===== src/rtl/blkdma_pkg.sv =====
package blkdma_pkg;
   // register byte offsets inside the channel window
   localparam logic [11:0] OFS_START = 12'h000;
   localparam logic [11:0] OFS_DIAG  = 12'h100;
   localparam logic [11:0] OFS_DATA  = 12'h202;
   localparam logic [11:0] OFS_MODE  = 12'h300;
   localparam logic [11:0] OFS_COUNT = 12'h402;
   localparam logic [11:0] OFS_CUR   = 12'h500;

   // mode register control bits
   localparam int MB_FLUSH  = 31;
   localparam int MB_EN     = 30;
   localparam int MB_AUTO   = 29;
   localparam int MB_IE     = 28;
   localparam int MB_DIR    = 27;
   localparam int MB_CLRERR = 26;

   // mode register status bits
   localparam int SB_FULL   = 11;
   localparam int SB_EMPTY  = 10;
   localparam int SB_ERR    = 9;
   localparam int SB_PEND   = 8;

   typedef enum logic {ENG_IDLE, ENG_BURST} eng_state_e;
endpackage


===== src/rtl/blkdma_fifo.sv =====
module blkdma_fifo #(
   parameter int DEPTH  = 32,
   parameter int WIDTH  = 16,
   localparam int PTR_W = (DEPTH > 1) ? $clog2(DEPTH) : 1,
   localparam int LVL_W = $clog2(DEPTH + 1)
) (
   input  logic             clk,
   input  logic             rst_n,
   input  logic             flush,
   input  logic             push,
   input  logic [WIDTH-1:0] wdata,
   input  logic             pop,
   output logic [WIDTH-1:0] rdata,
   output logic [LVL_W-1:0] level
);
   logic [WIDTH-1:0] store [DEPTH];
   logic [PTR_W-1:0] wr_ptr, rd_ptr, wr_nxt, rd_nxt;
   logic             do_push, do_pop;

   assign do_push = push && (level != LVL_W'(DEPTH));
   assign do_pop  = pop  && (level != '0);
   assign rdata   = store[rd_ptr];

   generate
      if ((DEPTH & (DEPTH - 1)) == 0) begin : g_pow2_wrap
         assign wr_nxt = wr_ptr + 1'b1;
         assign rd_nxt = rd_ptr + 1'b1;
      end else begin : g_mod_wrap
         assign wr_nxt = (wr_ptr == PTR_W'(DEPTH - 1)) ? '0 : wr_ptr + 1'b1;
         assign rd_nxt = (rd_ptr == PTR_W'(DEPTH - 1)) ? '0 : rd_ptr + 1'b1;
      end
   endgenerate

   always_ff @(posedge clk) begin
      if (do_push && !flush) store[wr_ptr] <= wdata;
   end

   always_ff @(posedge clk or negedge rst_n) begin
      if (!rst_n) begin
         wr_ptr <= '0;
         rd_ptr <= '0;
         level  <= '0;
      end else if (flush) begin
         wr_ptr <= '0;
         rd_ptr <= '0;
         level  <= '0;
      end else begin
         if (do_push) wr_ptr <= wr_nxt;
         if (do_pop)  rd_ptr <= rd_nxt;
         case ({do_push, do_pop})
            2'b10:   level <= level + 1'b1;
            2'b01:   level <= level - 1'b1;
            default: level <= level;
         endcase
      end
   end
endmodule


===== src/rtl/blkdma_engine.sv =====
module blkdma_engine
   import blkdma_pkg::*;
#(
   parameter int ADDR_W = 32,
   parameter int BLK_HW = 32,
   localparam int BEAT_W = $clog2(BLK_HW)
) (
   input  logic              clk,
   input  logic              rst_n,
   input  logic              go,
   input  logic              dir_in,
   input  logic [ADDR_W-1:0] base_addr,
   input  logic [15:0]       fifo_head,
   input  logic              mem_ack,
   input  logic [15:0]       mem_rdata,
   output logic              mem_req,
   output logic              mem_we,
   output logic [ADDR_W-1:0] mem_addr,
   output logic [15:0]       mem_wdata,
   output logic              fifo_pop,
   output logic              fifo_push,
   output logic [15:0]       fifo_push_data,
   output logic              blk_done,
   output logic              busy,
   output logic [BEAT_W-1:0] beat_idx
);
   eng_state_e        state;
   logic [BEAT_W-1:0] beat;
   logic              dir_q;
   logic              beat_ok, last_beat;

   assign busy           = (state == ENG_BURST);
   assign mem_req        = busy;
   assign mem_we         = dir_q;
   assign mem_addr       = base_addr + ADDR_W'({beat, 1'b0});
   assign mem_wdata      = fifo_head;
   assign beat_ok        = mem_req && mem_ack;
   assign last_beat      = (beat == BEAT_W'(BLK_HW - 1));
   assign fifo_pop       = beat_ok && dir_q;
   assign fifo_push      = beat_ok && !dir_q;
   assign fifo_push_data = mem_rdata;
   assign blk_done       = beat_ok && last_beat;
   assign beat_idx       = beat;

   always_ff @(posedge clk or negedge rst_n) begin
      if (!rst_n) begin
         state <= ENG_IDLE;
         beat  <= '0;
         dir_q <= 1'b0;
      end else if (state == ENG_IDLE) begin
         if (go) begin
            state <= ENG_BURST;
            beat  <= '0;
            dir_q <= dir_in;
         end
      end else if (beat_ok) begin
         beat <= beat + 1'b1;
         if (last_beat) state <= ENG_IDLE;
      end
   end
endmodule


===== src/rtl/blkdma_regs.sv =====
module blkdma_regs
   import blkdma_pkg::*;
#(
   parameter int ADDR_W      = 32,
   parameter int CNT_W       = 16,
   parameter int FIFO_DEPTH  = 32,
   parameter int BLOCK_BYTES = 64,
   parameter int BOUND_LOG2  = 19,
   localparam int BLK_HW     = BLOCK_BYTES / 2,
   localparam int BEAT_W     = $clog2(BLK_HW),
   localparam int LVL_W      = $clog2(FIFO_DEPTH + 1)
) (
   input  logic              clk,
   input  logic              rst_n,
   input  logic              reg_wr,
   input  logic              reg_rd,
   input  logic [11:0]       reg_addr,
   input  logic [31:0]       reg_wdata,
   output logic [31:0]       reg_rdata,
   input  logic [LVL_W-1:0]  fifo_level,
   input  logic [15:0]       fifo_head,
   input  logic              eng_busy,
   input  logic [BEAT_W-1:0] eng_beat,
   input  logic              blk_done,
   output logic              bus_push,
   output logic              bus_pop,
   output logic              flush,
   output logic              go,
   output logic              dir_q,
   output logic [ADDR_W-1:0] cur_q,
   output logic              err_q,
   output logic              ie_q,
   output logic              irq
);
   localparam logic [ADDR_W-1:0] ALIGN_MASK = ~ADDR_W'(BLOCK_BYTES - 1);

   logic [ADDR_W-1:0] start_q, cur_adv;
   logic [CNT_W-1:0]  cnt_q, reload_q, cnt_dec;
   logic              en_q, auto_q, pend_q;
   logic              hit_start, hit_diag, hit_data, hit_mode, hit_count, hit_cur;
   logic              wr_mode, last_blk, crosses, room_ok;
   logic [LVL_W-1:0]  free_slots;

   assign hit_start = (reg_addr == OFS_START);
   assign hit_diag  = (reg_addr == OFS_DIAG);
   assign hit_data  = (reg_addr == OFS_DATA);
   assign hit_mode  = (reg_addr == OFS_MODE);
   assign hit_count = (reg_addr == OFS_COUNT);
   assign hit_cur   = (reg_addr == OFS_CUR);

   assign wr_mode  = reg_wr && hit_mode;
   assign flush    = wr_mode && reg_wdata[MB_FLUSH];
   assign bus_push = reg_wr && hit_data && dir_q;
   assign bus_pop  = reg_rd && hit_data && !dir_q;
   assign irq      = pend_q;

   assign cur_adv  = cur_q + ADDR_W'(BLOCK_BYTES);
   assign cnt_dec  = cnt_q - 1'b1;
   assign last_blk = (cnt_dec == '0);
   assign crosses  = (cur_adv[ADDR_W-1:BOUND_LOG2] != cur_q[ADDR_W-1:BOUND_LOG2]);

   assign free_slots = LVL_W'(FIFO_DEPTH) - fifo_level;
   assign room_ok    = dir_q ? (fifo_level >= LVL_W'(BLK_HW))
                             : (free_slots >= LVL_W'(BLK_HW));
   assign go = en_q && !err_q && (cnt_q != '0) && !eng_busy && !blk_done && room_ok;

   always_ff @(posedge clk or negedge rst_n) begin
      if (!rst_n) begin
         start_q  <= '0;
         cur_q    <= '0;
         cnt_q    <= '0;
         reload_q <= '0;
         en_q     <= 1'b0;
         auto_q   <= 1'b0;
         ie_q     <= 1'b0;
         dir_q    <= 1'b0;
         err_q    <= 1'b0;
         pend_q   <= 1'b0;
      end else begin
         if (reg_wr && hit_start) begin
            start_q <= reg_wdata[ADDR_W-1:0] & ALIGN_MASK;
            cur_q   <= reg_wdata[ADDR_W-1:0] & ALIGN_MASK;
         end
         if (reg_wr && hit_count) begin
            cnt_q    <= reg_wdata[CNT_W-1:0];
            reload_q <= reg_wdata[CNT_W-1:0];
         end
         if (wr_mode) begin
            en_q   <= reg_wdata[MB_EN];
            auto_q <= reg_wdata[MB_AUTO];
            ie_q   <= reg_wdata[MB_IE];
            dir_q  <= reg_wdata[MB_DIR];
            pend_q <= 1'b0;
            if (reg_wdata[MB_CLRERR]) err_q <= 1'b0;
         end
         if (blk_done) begin
            if (last_blk) begin
               if (ie_q) pend_q <= 1'b1;
               if (auto_q) begin
                  cur_q <= start_q;
                  cnt_q <= reload_q;
               end else begin
                  cur_q <= cur_adv;
                  cnt_q <= '0;
                  en_q  <= 1'b0;
               end
            end else begin
               cur_q <= cur_adv;
               cnt_q <= cnt_dec;
               if (crosses) begin
                  err_q <= 1'b1;
                  en_q  <= 1'b0;
               end
            end
         end
      end
   end

   always_comb begin
      reg_rdata = '0;
      if (hit_start)      reg_rdata = 32'(start_q);
      else if (hit_diag)  reg_rdata = (32'(eng_busy) << 8) | 32'(eng_beat);
      else if (hit_data)  reg_rdata = {16'h0000, fifo_head};
      else if (hit_count) reg_rdata = 32'(cnt_q);
      else if (hit_cur)   reg_rdata = 32'(cur_q);
      else if (hit_mode) begin
         reg_rdata[MB_EN]    = en_q;
         reg_rdata[MB_AUTO]  = auto_q;
         reg_rdata[MB_IE]    = ie_q;
         reg_rdata[MB_DIR]   = dir_q;
         reg_rdata[SB_FULL]  = (fifo_level == LVL_W'(FIFO_DEPTH));
         reg_rdata[SB_EMPTY] = (fifo_level == '0);
         reg_rdata[SB_ERR]   = err_q;
         reg_rdata[SB_PEND]  = pend_q;
         reg_rdata[7:0]      = 8'(fifo_level);
      end
   end
endmodule


===== src/rtl/blkdma_channel.sv =====
module blkdma_channel #(
   parameter int ADDR_W      = 32,
   parameter int CNT_W       = 16,
   parameter int FIFO_DEPTH  = 32,
   parameter int BLOCK_BYTES = 64,
   parameter int BOUND_LOG2  = 19
) (
   input  logic              clk,
   input  logic              rst_n,
   input  logic              reg_wr,
   input  logic              reg_rd,
   input  logic [11:0]       reg_addr,
   input  logic [31:0]       reg_wdata,
   output logic [31:0]       reg_rdata,
   output logic              mem_req,
   output logic              mem_we,
   output logic [ADDR_W-1:0] mem_addr,
   output logic [15:0]       mem_wdata,
   input  logic              mem_ack,
   input  logic [15:0]       mem_rdata,
   output logic              irq
);
   localparam int BLK_HW = BLOCK_BYTES / 2;
   localparam int BEAT_W = $clog2(BLK_HW);
   localparam int LVL_W  = $clog2(FIFO_DEPTH + 1);

   if (FIFO_DEPTH < BLK_HW) begin : g_chk_depth
      $error("FIFO must hold at least one block");
   end
   if ((BLOCK_BYTES & (BLOCK_BYTES - 1)) != 0 || BLOCK_BYTES < 4) begin : g_chk_blk
      $error("block size must be a power of two of at least 4 bytes");
   end
   if (BOUND_LOG2 <= $clog2(BLOCK_BYTES) || BOUND_LOG2 >= ADDR_W) begin : g_chk_bound
      $error("boundary must lie between block size and address width");
   end
   if (LVL_W > 8 || ADDR_W > 32 || CNT_W > 32) begin : g_chk_width
      $error("level, address or count too wide for the register window");
   end

   logic [LVL_W-1:0]  fifo_level;
   logic [15:0]       fifo_head, eng_push_data;
   logic              eng_pop, eng_push, bus_push, bus_pop, flush;
   logic              go, dir_q, err_q, ie_q, blk_done, eng_busy;
   logic [ADDR_W-1:0] cur_q;
   logic [BEAT_W-1:0] eng_beat;

   blkdma_regs #(
      .ADDR_W(ADDR_W), .CNT_W(CNT_W), .FIFO_DEPTH(FIFO_DEPTH),
      .BLOCK_BYTES(BLOCK_BYTES), .BOUND_LOG2(BOUND_LOG2)
   ) u_regs (
      .clk(clk), .rst_n(rst_n), .reg_wr(reg_wr), .reg_rd(reg_rd),
      .reg_addr(reg_addr), .reg_wdata(reg_wdata), .reg_rdata(reg_rdata),
      .fifo_level(fifo_level), .fifo_head(fifo_head), .eng_busy(eng_busy),
      .eng_beat(eng_beat), .blk_done(blk_done), .bus_push(bus_push),
      .bus_pop(bus_pop), .flush(flush), .go(go), .dir_q(dir_q),
      .cur_q(cur_q), .err_q(err_q), .ie_q(ie_q), .irq(irq)
   );

   blkdma_engine #(.ADDR_W(ADDR_W), .BLK_HW(BLK_HW)) u_engine (
      .clk(clk), .rst_n(rst_n), .go(go), .dir_in(dir_q), .base_addr(cur_q),
      .fifo_head(fifo_head), .mem_ack(mem_ack), .mem_rdata(mem_rdata),
      .mem_req(mem_req), .mem_we(mem_we), .mem_addr(mem_addr),
      .mem_wdata(mem_wdata), .fifo_pop(eng_pop), .fifo_push(eng_push),
      .fifo_push_data(eng_push_data), .blk_done(blk_done), .busy(eng_busy),
      .beat_idx(eng_beat)
   );

   blkdma_fifo #(.DEPTH(FIFO_DEPTH), .WIDTH(16)) u_fifo (
      .clk(clk), .rst_n(rst_n), .flush(flush),
      .push(eng_push || bus_push),
      .wdata(eng_push ? eng_push_data : reg_wdata[15:0]),
      .pop(eng_pop || bus_pop), .rdata(fifo_head), .level(fifo_level)
   );
endmodule


===== config.mk =====
export PLATFORM = sky130hd
export DESIGN_NAME = blkdma_channel
export DESIGN_NICKNAME = d
export VERILOG_FILES = /design/src/rtl/blkdma_pkg.sv /design/src/rtl/blkdma_fifo.sv /design/src/rtl/blkdma_engine.sv /design/src/rtl/blkdma_regs.sv /design/src/rtl/blkdma_channel.sv
export SDC_FILE = /design/constraint.sdc
export NUM_CORES = 1
export LEC_CHECK = 0
export ABC_CLOCK_PERIOD_IN_PS = 5300
export CORE_MARGIN = 5
export CORE_UTILIZATION = 25
export DETAILED_ROUTE_END_ITERATION = 8
export DONT_BUFFER_PORTS = 1
export HOLD_SLACK_MARGIN = 0.08
export PLACE_DENSITY = 0.35
export SETUP_SLACK_MARGIN = 0.5
export SLEW_MARGIN = 30
export SYNTH_ARGS = -nofsm -noshare
export SYNTH_HDL_FRONTEND = slang
export SYNTH_SLANG_ARGS = --single-unit

===== constraint.sdc =====
create_clock -name clk -period 5.3 [get_ports clk]
set_input_delay 1.06 -clock clk [delete_from_list [all_inputs] [get_ports clk]]
set_output_delay 1.06 -clock clk [all_outputs]
set_load 0.02 [all_outputs]

# Word level (Yosys, flattened, before mapping)
# Memories as Yosys holds them, arrays and structs flattened.
# Index checks and enable logic that the tools add are counted.
op_classes:
  reduce_logical: 41
  n_lt_le_gt_ge: 2
  n_addsub: 9
  bitwise: 2
  mux: 49
  shifts: 0
  div: 0
  multipliers: 0
  eq_ne: 12
ops:
  columns: ["op", "n"]
  rows:
  - ["two-way mux 32 bit", 8]
  - ["two-way mux 16 bit", 5]
  - ["two-way mux 5 bit", 7]
  - ["adder 32 x 6 -> 32 bit", 1]
  - ["adder 32 x 7 -> 32 bit (second input constant)", 1]
  - ["equality test 12 x 10 -> 1 bit (second input constant)", 2]
  - ["equality test 12 x 11 -> 1 bit (second input constant)", 2]
  - ["two-way mux 12 bit", 2]
  - ["two-way mux 1 bit", 22]
  - ["logical AND 1 bit", 20]
  - ["logical NOT 16 bit", 1]
  - ["nonzero test 16 bit", 1]
  - ["subtractor 16 x 1 -> 16 bit (second input constant)", 1]
  - ["adder 5 x 1 -> 5 bit (second input constant)", 3]
  - ["two-way mux 15 bit", 1]
  - ["inequality test 13 bit", 1]
  - ["equality test 12 x 9 -> 1 bit (second input constant)", 1]
  - ["greater-or-equal comparator 6 bit (second input constant)", 2]
  - ["logical NOT 12 bit", 1]
  - ["case mux 6 bit (2 select lines)", 1]
  - ["nonzero test 2 bit", 5]
  - ["bitwise OR 9 x 5 -> 9 bit", 1]
  - ["two-way mux 4 bit", 2]
  - ["adder 6 x 1 -> 6 bit (second input constant)", 1]
  - ["16 further kinds", 23]
word_totals:
  reg_bits: 119
  latchBits: 0
  ramBits: 512
  elab_cells: 132
  mem_count: 1
  mem_bits_ro: 0
memory_table:
  columns: ["memory", "words", "width", "rd", "rd_ports_with_merged_regs", "write_ports", "line", "source"]
  rows:
  - ["u_fifo.store", 32, 16, 1, 0, 1, "blkdma_fifo.sv:16", "logic [WIDTH-1:0] store [DEPTH];"]

# Depth between registers and ports, before layout
logic_depth:
  depth_word: 8
  depth_mapped: 15
  depth_no_buf: 13

# Hierarchy
# From an unflattened synthesis, not the netlist that was laid out.
unflattened:
  hier_cells: 1755
  hier_area_um2: 28293.4
modules_own_cells:
  columns: ["module", "n_inst", "area_per_inst_um2", "cells_each"]
  rows:
  - ["blkdma_fifo", 1, 20606.0, 894]
  - ["blkdma_regs", 1, 6012.0, 669]
  - ["blkdma_engine", 1, 1417.6, 172]
  - ["blkdma_channel", 1, 257.7, 20]

# Worst setup path before layout
# OpenSTA, ideal clock, no wires.
synth_path:
  path_type: "in2reg"
  startpoint: "input reg_addr[11]"
  endpoint: "memory u_fifo.store[16][0], enable pin"
  arrival_time_ps: 4371
  path_slack_ps: 499
  setup_ps: 430
  path_stages: 7
  path_cell_list: "or4_1 -> nor4b_2 -> a41o_1 -> and2_1 -> buf_2 -> nand2_1 -> nor4_1"
synth_between:
  elab_chain_len: 8
  elab_cells_between_ends: 12
  cone_classes: "2 x eq/ne; 2 x mux; 8 x reduce/logical"
synth_lines:
  columns: ["element", "line", "source"]
  rows:
  - ["from (decl)", "blkdma_channel.sv:12", "input logic [11:0] reg_addr,"]
  - ["equality test 12 x 10 -> 1 bit", "blkdma_regs.sv:46", "assign hit_data = (reg_addr == OFS_DATA);"]
  - ["logical AND 1 bit (2 in a row)", "blkdma_regs.sv:53", "assign bus_push = reg_wr && hit_data && dir_q;"]
  - ["logical OR 1 bit", "blkdma_channel.sv:70", ".push(eng_push || bus_push),"]
  - ["logical AND 1 bit", "blkdma_fifo.sv:20", "assign do_push = push && (level != LVL_W'(DEPTH));"]
  - ["logical AND 1 bit (*)", "blkdma_fifo.sv:35", "if (do_push && !flush) store[wr_ptr] <= wdata;"]
  - ["two-way mux 1 bit (*)", "blkdma_fifo.sv:35", null]
  - ["two-way mux 1 bit (implied by the code) (*)", "blkdma_fifo.sv:35", null]
  - ["to (decl)", "blkdma_fifo.sv:16", null]
# Every way passes the cells marked *; elsewhere a longest branch is shown, timed or not.

# Worst setup path in the final report
layout_path:
  startpoint: "register u_fifo.rd_ptr[3]"
  endpoint: "output reg_rdata[10]"
layout_between:
  elab_chain_len: 4
layout_lines:
  columns: ["element", "line", "source"]
  rows:
  - ["from (decl)", "blkdma_fifo.sv:17", "logic [PTR_W-1:0] wr_ptr, rd_ptr, wr_nxt, rd_nxt;"]
  - ["from (signal assigned)", "blkdma_fifo.sv:49", "if (do_pop) rd_ptr <= rd_nxt;"]
  - ["memory (32 x 16 bit)", null, null]
  - ["via mem_wdata[10]", "blkdma_channel.sv:18", "output logic [15:0] mem_wdata,"]
  - ["two-way mux 32 bit", "blkdma_regs.sv:123", "else if (hit_data) reg_rdata = {16'h0000, fifo_head};"]
  - ["two-way mux 32 bit", "blkdma_regs.sv:122", "else if (hit_diag) reg_rdata = (32'(eng_busy) << 8) | 32'(eng_beat);"]
  - ["two-way mux 32 bit", "blkdma_regs.sv:121", "if (hit_start) reg_rdata = 32'(start_q);"]
  - ["to (decl)", "blkdma_channel.sv:14", "output logic [31:0] reg_rdata,"]
# The timed path passes the listed nets, and every way through them passes these cells.

==> metrics.yaml <==
sta:
  worstMarginPinSlew_ns: 0.884
  min_period_ns: 4.57
  rsz0062_at_grt: "no"
  finalSetupTns_ns: 0
  period_share: 0.863
  slew_violations: 0
  setup_viol: 0
  hold_viol: 0
  timing.fmax_mhz: 219
  max_slew_margin: 0.411
  fin_skew_ns: 0.0258
yosys:
  yosysSeqAreaShare: 0.670
  synth.yosys.warnings: 0
  synth_area_um2: 27200
  synth_compound_area_frac: 0.0610
  synth-async-reset-ratio: 0.181
  syn-num-nets: 1825
  yosysUniqueCellTypes: 67
  synth-xor-area-share: 0.0155
  synth_top_family_by_area: "multiplexers"
  ys_ff_latch: 625
  yosys.area_share.adder: 0.00598
  muxShareOfSynthArea: 0.146
  synthFlopType: "edfxtp_1"
  synth-simple-area-share: 0.0737
  syn_inst: 1747
  avgSynthCellArea_um2: 15.6
  synth_edf_count: 512
global_routing:
  overflow: 0
  antenna_found_initial: 9
  grt_max_degree: 112
  grt_pass1_wl_um: 125000
  grt_util_all_layers: 0.149
  grt_pass1_vias: 16300
clocking:
  cts.repair.resized: 0
  insertion_delay_ns: 0.62
  htreeDepth: 3
  path_clk_slew_ns: 0.06
  numCtsBuffers: 77
  clock_path_buffers: 3
  cts-root-buf: "clkbuf_16"
  tritoncts: "built"
  cts.sinks: 625
outcome:
  outcome: "finished, final reports clean"
power:
  power_density_nw_per_um2: 334
  max-vdd-ir-drop_uv: 210
  p_leak_nw: 10.6
floorplanning:
  die_x_um: 340
  start_util: 0.251
  fp.coreArea_um2: 108000
  ios: 148
  num_rows: 121
  die-height_um: 340
  die-area_um2: 115000
finish:
  layout-drive-gt1-share: 0.245
  post-route-util: 0.294
  area_growth_pct: 17.3
  finalNetCount: 1854
  multiInputGateArea_um2: 8400
  regArea_um2: 18200
  fill_cells: 10800
critical_path:
  critical_path.max_stage_delay_ns: 0.74
  cp.required_ns: 4.24
  crit_chain: "buf_12 -> mux4_2 -> mux4_2 -> mux2_2 -> nor2_1 -> o21ai_0 -> buf_4"
  start_kind: "flop"
  worstSetupPathType: "reg -> out"
  crit_fanout: 32
  cp_data_arrival_time_ns: 3.51
  crit_path_frequent_cell: "mux4_2"
  cp_slowest_cell: "dfrtp_4"
  cp-end-kind: "primary output"
route:
  route.detailed.drc: 0
  drtIter0Drc: 1019
  viasPerCell: 4.85
  dr.pass1.iters: 8
  vias: 15800
  wire_per_inst_um: 26.9
  ant_nets: 0
  routed_wl_um: 87600
placed_design:
  hpwl_um: 58800
  port_buffers: 0
  routabilityCongestion: 0.786
worst_hold_path:
  hold_class: "in -> async"
run:
  maxCapViolCount: 0
worst max-delay path: cells and delay by family, from the launching register on:
kind	cells	cell delay [ns]
multiplexers	3	1.32
flip-flops	1	0.74
buffers and inverters	2	0.48
AND/OR/NAND/NOR	1	0.18
AO/OA/AOI/OAI	1	0.12
cell type report:
cell class | instances | area share
timing repair buffer | 106 | 0.0291
tap | 1414 | 0.0555
antenna | 10 | 0.000785
clock inverter | 40 | 0.0134
sequential | 625 | 0.571
inverter | 22 | 0.00259
clock buffer | 94 | 0.0638
multi-input combinational | 944 | 0.263
synth_stat cells, types with 7 or more instances:
cell type / number / area, µm²
o31ai_1: 15 / 113
mux2i_1: 33 / 330
xor2_1: 22 / 193
a22o_1: 16 / 140
a31o_1: 9 / 78.8
and3_1: 14 / 87.6
mux2_2: 39 / 439
o22ai_1: 22 / 138
a221oi_1: 8 / 70.1
nand3_1: 16 / 80.1
nor4_1: 16 / 100
ha_1: 13 / 163
nand2b_1: 7 / 43.8
a31oi_1: 13 / 81.3
inv_1: 22 / 82.6
buf_2: 26 / 130
clkbuf_1: 111 / 417
nor2_1: 55 / 206
o21ai_0: 27 / 135
mux4_2: 142 / 3200
nand4_1: 9 / 56.3
a22oi_1: 8 / 60.1
nand2_1: 209 / 785
edfxtp_1: 512 / 15400
a21oi_1: 73 / 365
dfrtp_1: 113 / 2830
buf_4: 12 / 90.1
nor3_1: 33 / 165
or3_1: 20 / 125
xnor2_1: 26 / 228
a222oi_1: 15 / 150
metal layers:
metal	share of wire	vias to the layer above	global-route usage
li1	-	6887	-
met1	0.42	8398	0.186
met2	0.50	396	0.257
met3	0.058	116	0.0375
met4	0.023	4	0.0380
met5	0.00027	-	0.0129
cells in the final DEF, fill, tap and decap left out, types with 13 or more instances in the layout:
master | netlist | final
nand3_1 | 16 | 15
nor3_1 | 33 | 14
o31ai_1 | 15 | 15
dfrtp_1 | 113 | 110
buf_4 | 12 | 93
xnor2_1 | 26 | 26
nor2_1 | 55 | 43
edfxtp_1 | 512 | 512
nand2_1 | 209 | 209
o22ai_1 | 22 | 22
nor3_2 | 0 | 19
xor2_1 | 22 | 22
a21oi_1 | 73 | 73
and3_1 | 14 | 13
o21ai_0 | 27 | 27
a31oi_1 | 13 | 13
clkinv_1 | 0 | 13
a22o_1 | 16 | 16
mux2i_1 | 33 | 33
clkbuf_1 | 111 | 15
clkbuf_16 | 0 | 79
mux4_2 | 142 | 142
or3_1 | 20 | 20
inv_1 | 22 | 22
mux2_2 | 39 | 39
ha_1 | 13 | 13
a222oi_1 | 15 | 15
sequential cells by signal, indices dropped and copies added, names as in the netlist:
name and count:
u_regs.err_q 1, u_engine.beat_idx 5, u_engine.mem_we 1, u_regs.dir_q 1, u_regs.cnt_q 16, u_fifo.wr_ptr 5
u_fifo.rd_ptr 5, u_fifo.store 512, u_regs.reload_q 16, u_regs.en_q 1, u_regs.ie_q 1, u_fifo.level 6
u_regs.irq 1, u_engine.busy 1, u_regs.start_q 26, u_regs.cur_q 26, u_regs.auto_q 1
final timing paths:
path / from / endpoint / slack (ns) / cells after the start
max: u_fifo.rd_ptr[3] / reg_rdata[10] / 0.73 / 7
min: rst_n / u_regs.ie_q / 0.14 / 0
max reg2reg: u_fifo.level[3] / u_fifo.level[4] / 1.76 / 12
min reg2reg: u_regs.reload_q[10] / u_regs.reload_q[10] / 0.48 / 2
max in group asynchronous: rst_n / u_regs.irq / 4.40 / 1
min in group clk: u_regs.reload_q[10] / u_regs.reload_q[10] / 0.48 / 2
power breakdown:
part           switching (mW)  internal [mW]
Combinational          0.0915         0.0210
Clock                    2.05           3.15
Sequential             0.0104           5.32
cell families (layout without fill, tap and decap cells):
group / after synthesis / in the layout
flip-flops: 625 / 625
AND/OR/NAND/NOR: 423 / 423
AO/OA/AOI/OAI: 245 / 245
multiplexers: 214 / 214
buffers and inverters: 178 / 262
XOR/XNOR: 48 / 48
adder cells (fa/ha/maj): 13 / 13
other: 1 / 11
metrics by stage:
| step | power [mW] | hold WS [ns] | cells | setup slack [ns] | area (µm²) |
|---|---|---|---|---|---|
| global placement | 5.54 | 0.462 | 3102 | 0.874 | 29300 |
| floorplan | 5.49 | 0.446 | 1747 | 0.700 | 27200 |
| detailed placement | 5.55 | 0.464 | 3102 | 0.883 | 29300 |
| global route | 11.0 | 0.0980 | 3251 | 0.576 | 31900 |
| finish | 10.7 | 0.144 | 3255 | 0.728 | 31900 |
| CTS | 10.8 | 0.0801 | 3244 | 0.503 | 31800 |
timing repair:
item	CTS	global route
endpoints found under the setup margin	17	1
buffers inserted	5	1
endpoints found under the hold margin	1	0
hold buffers	3	0
No activity file was read; power rests on OpenSTA's default activity.
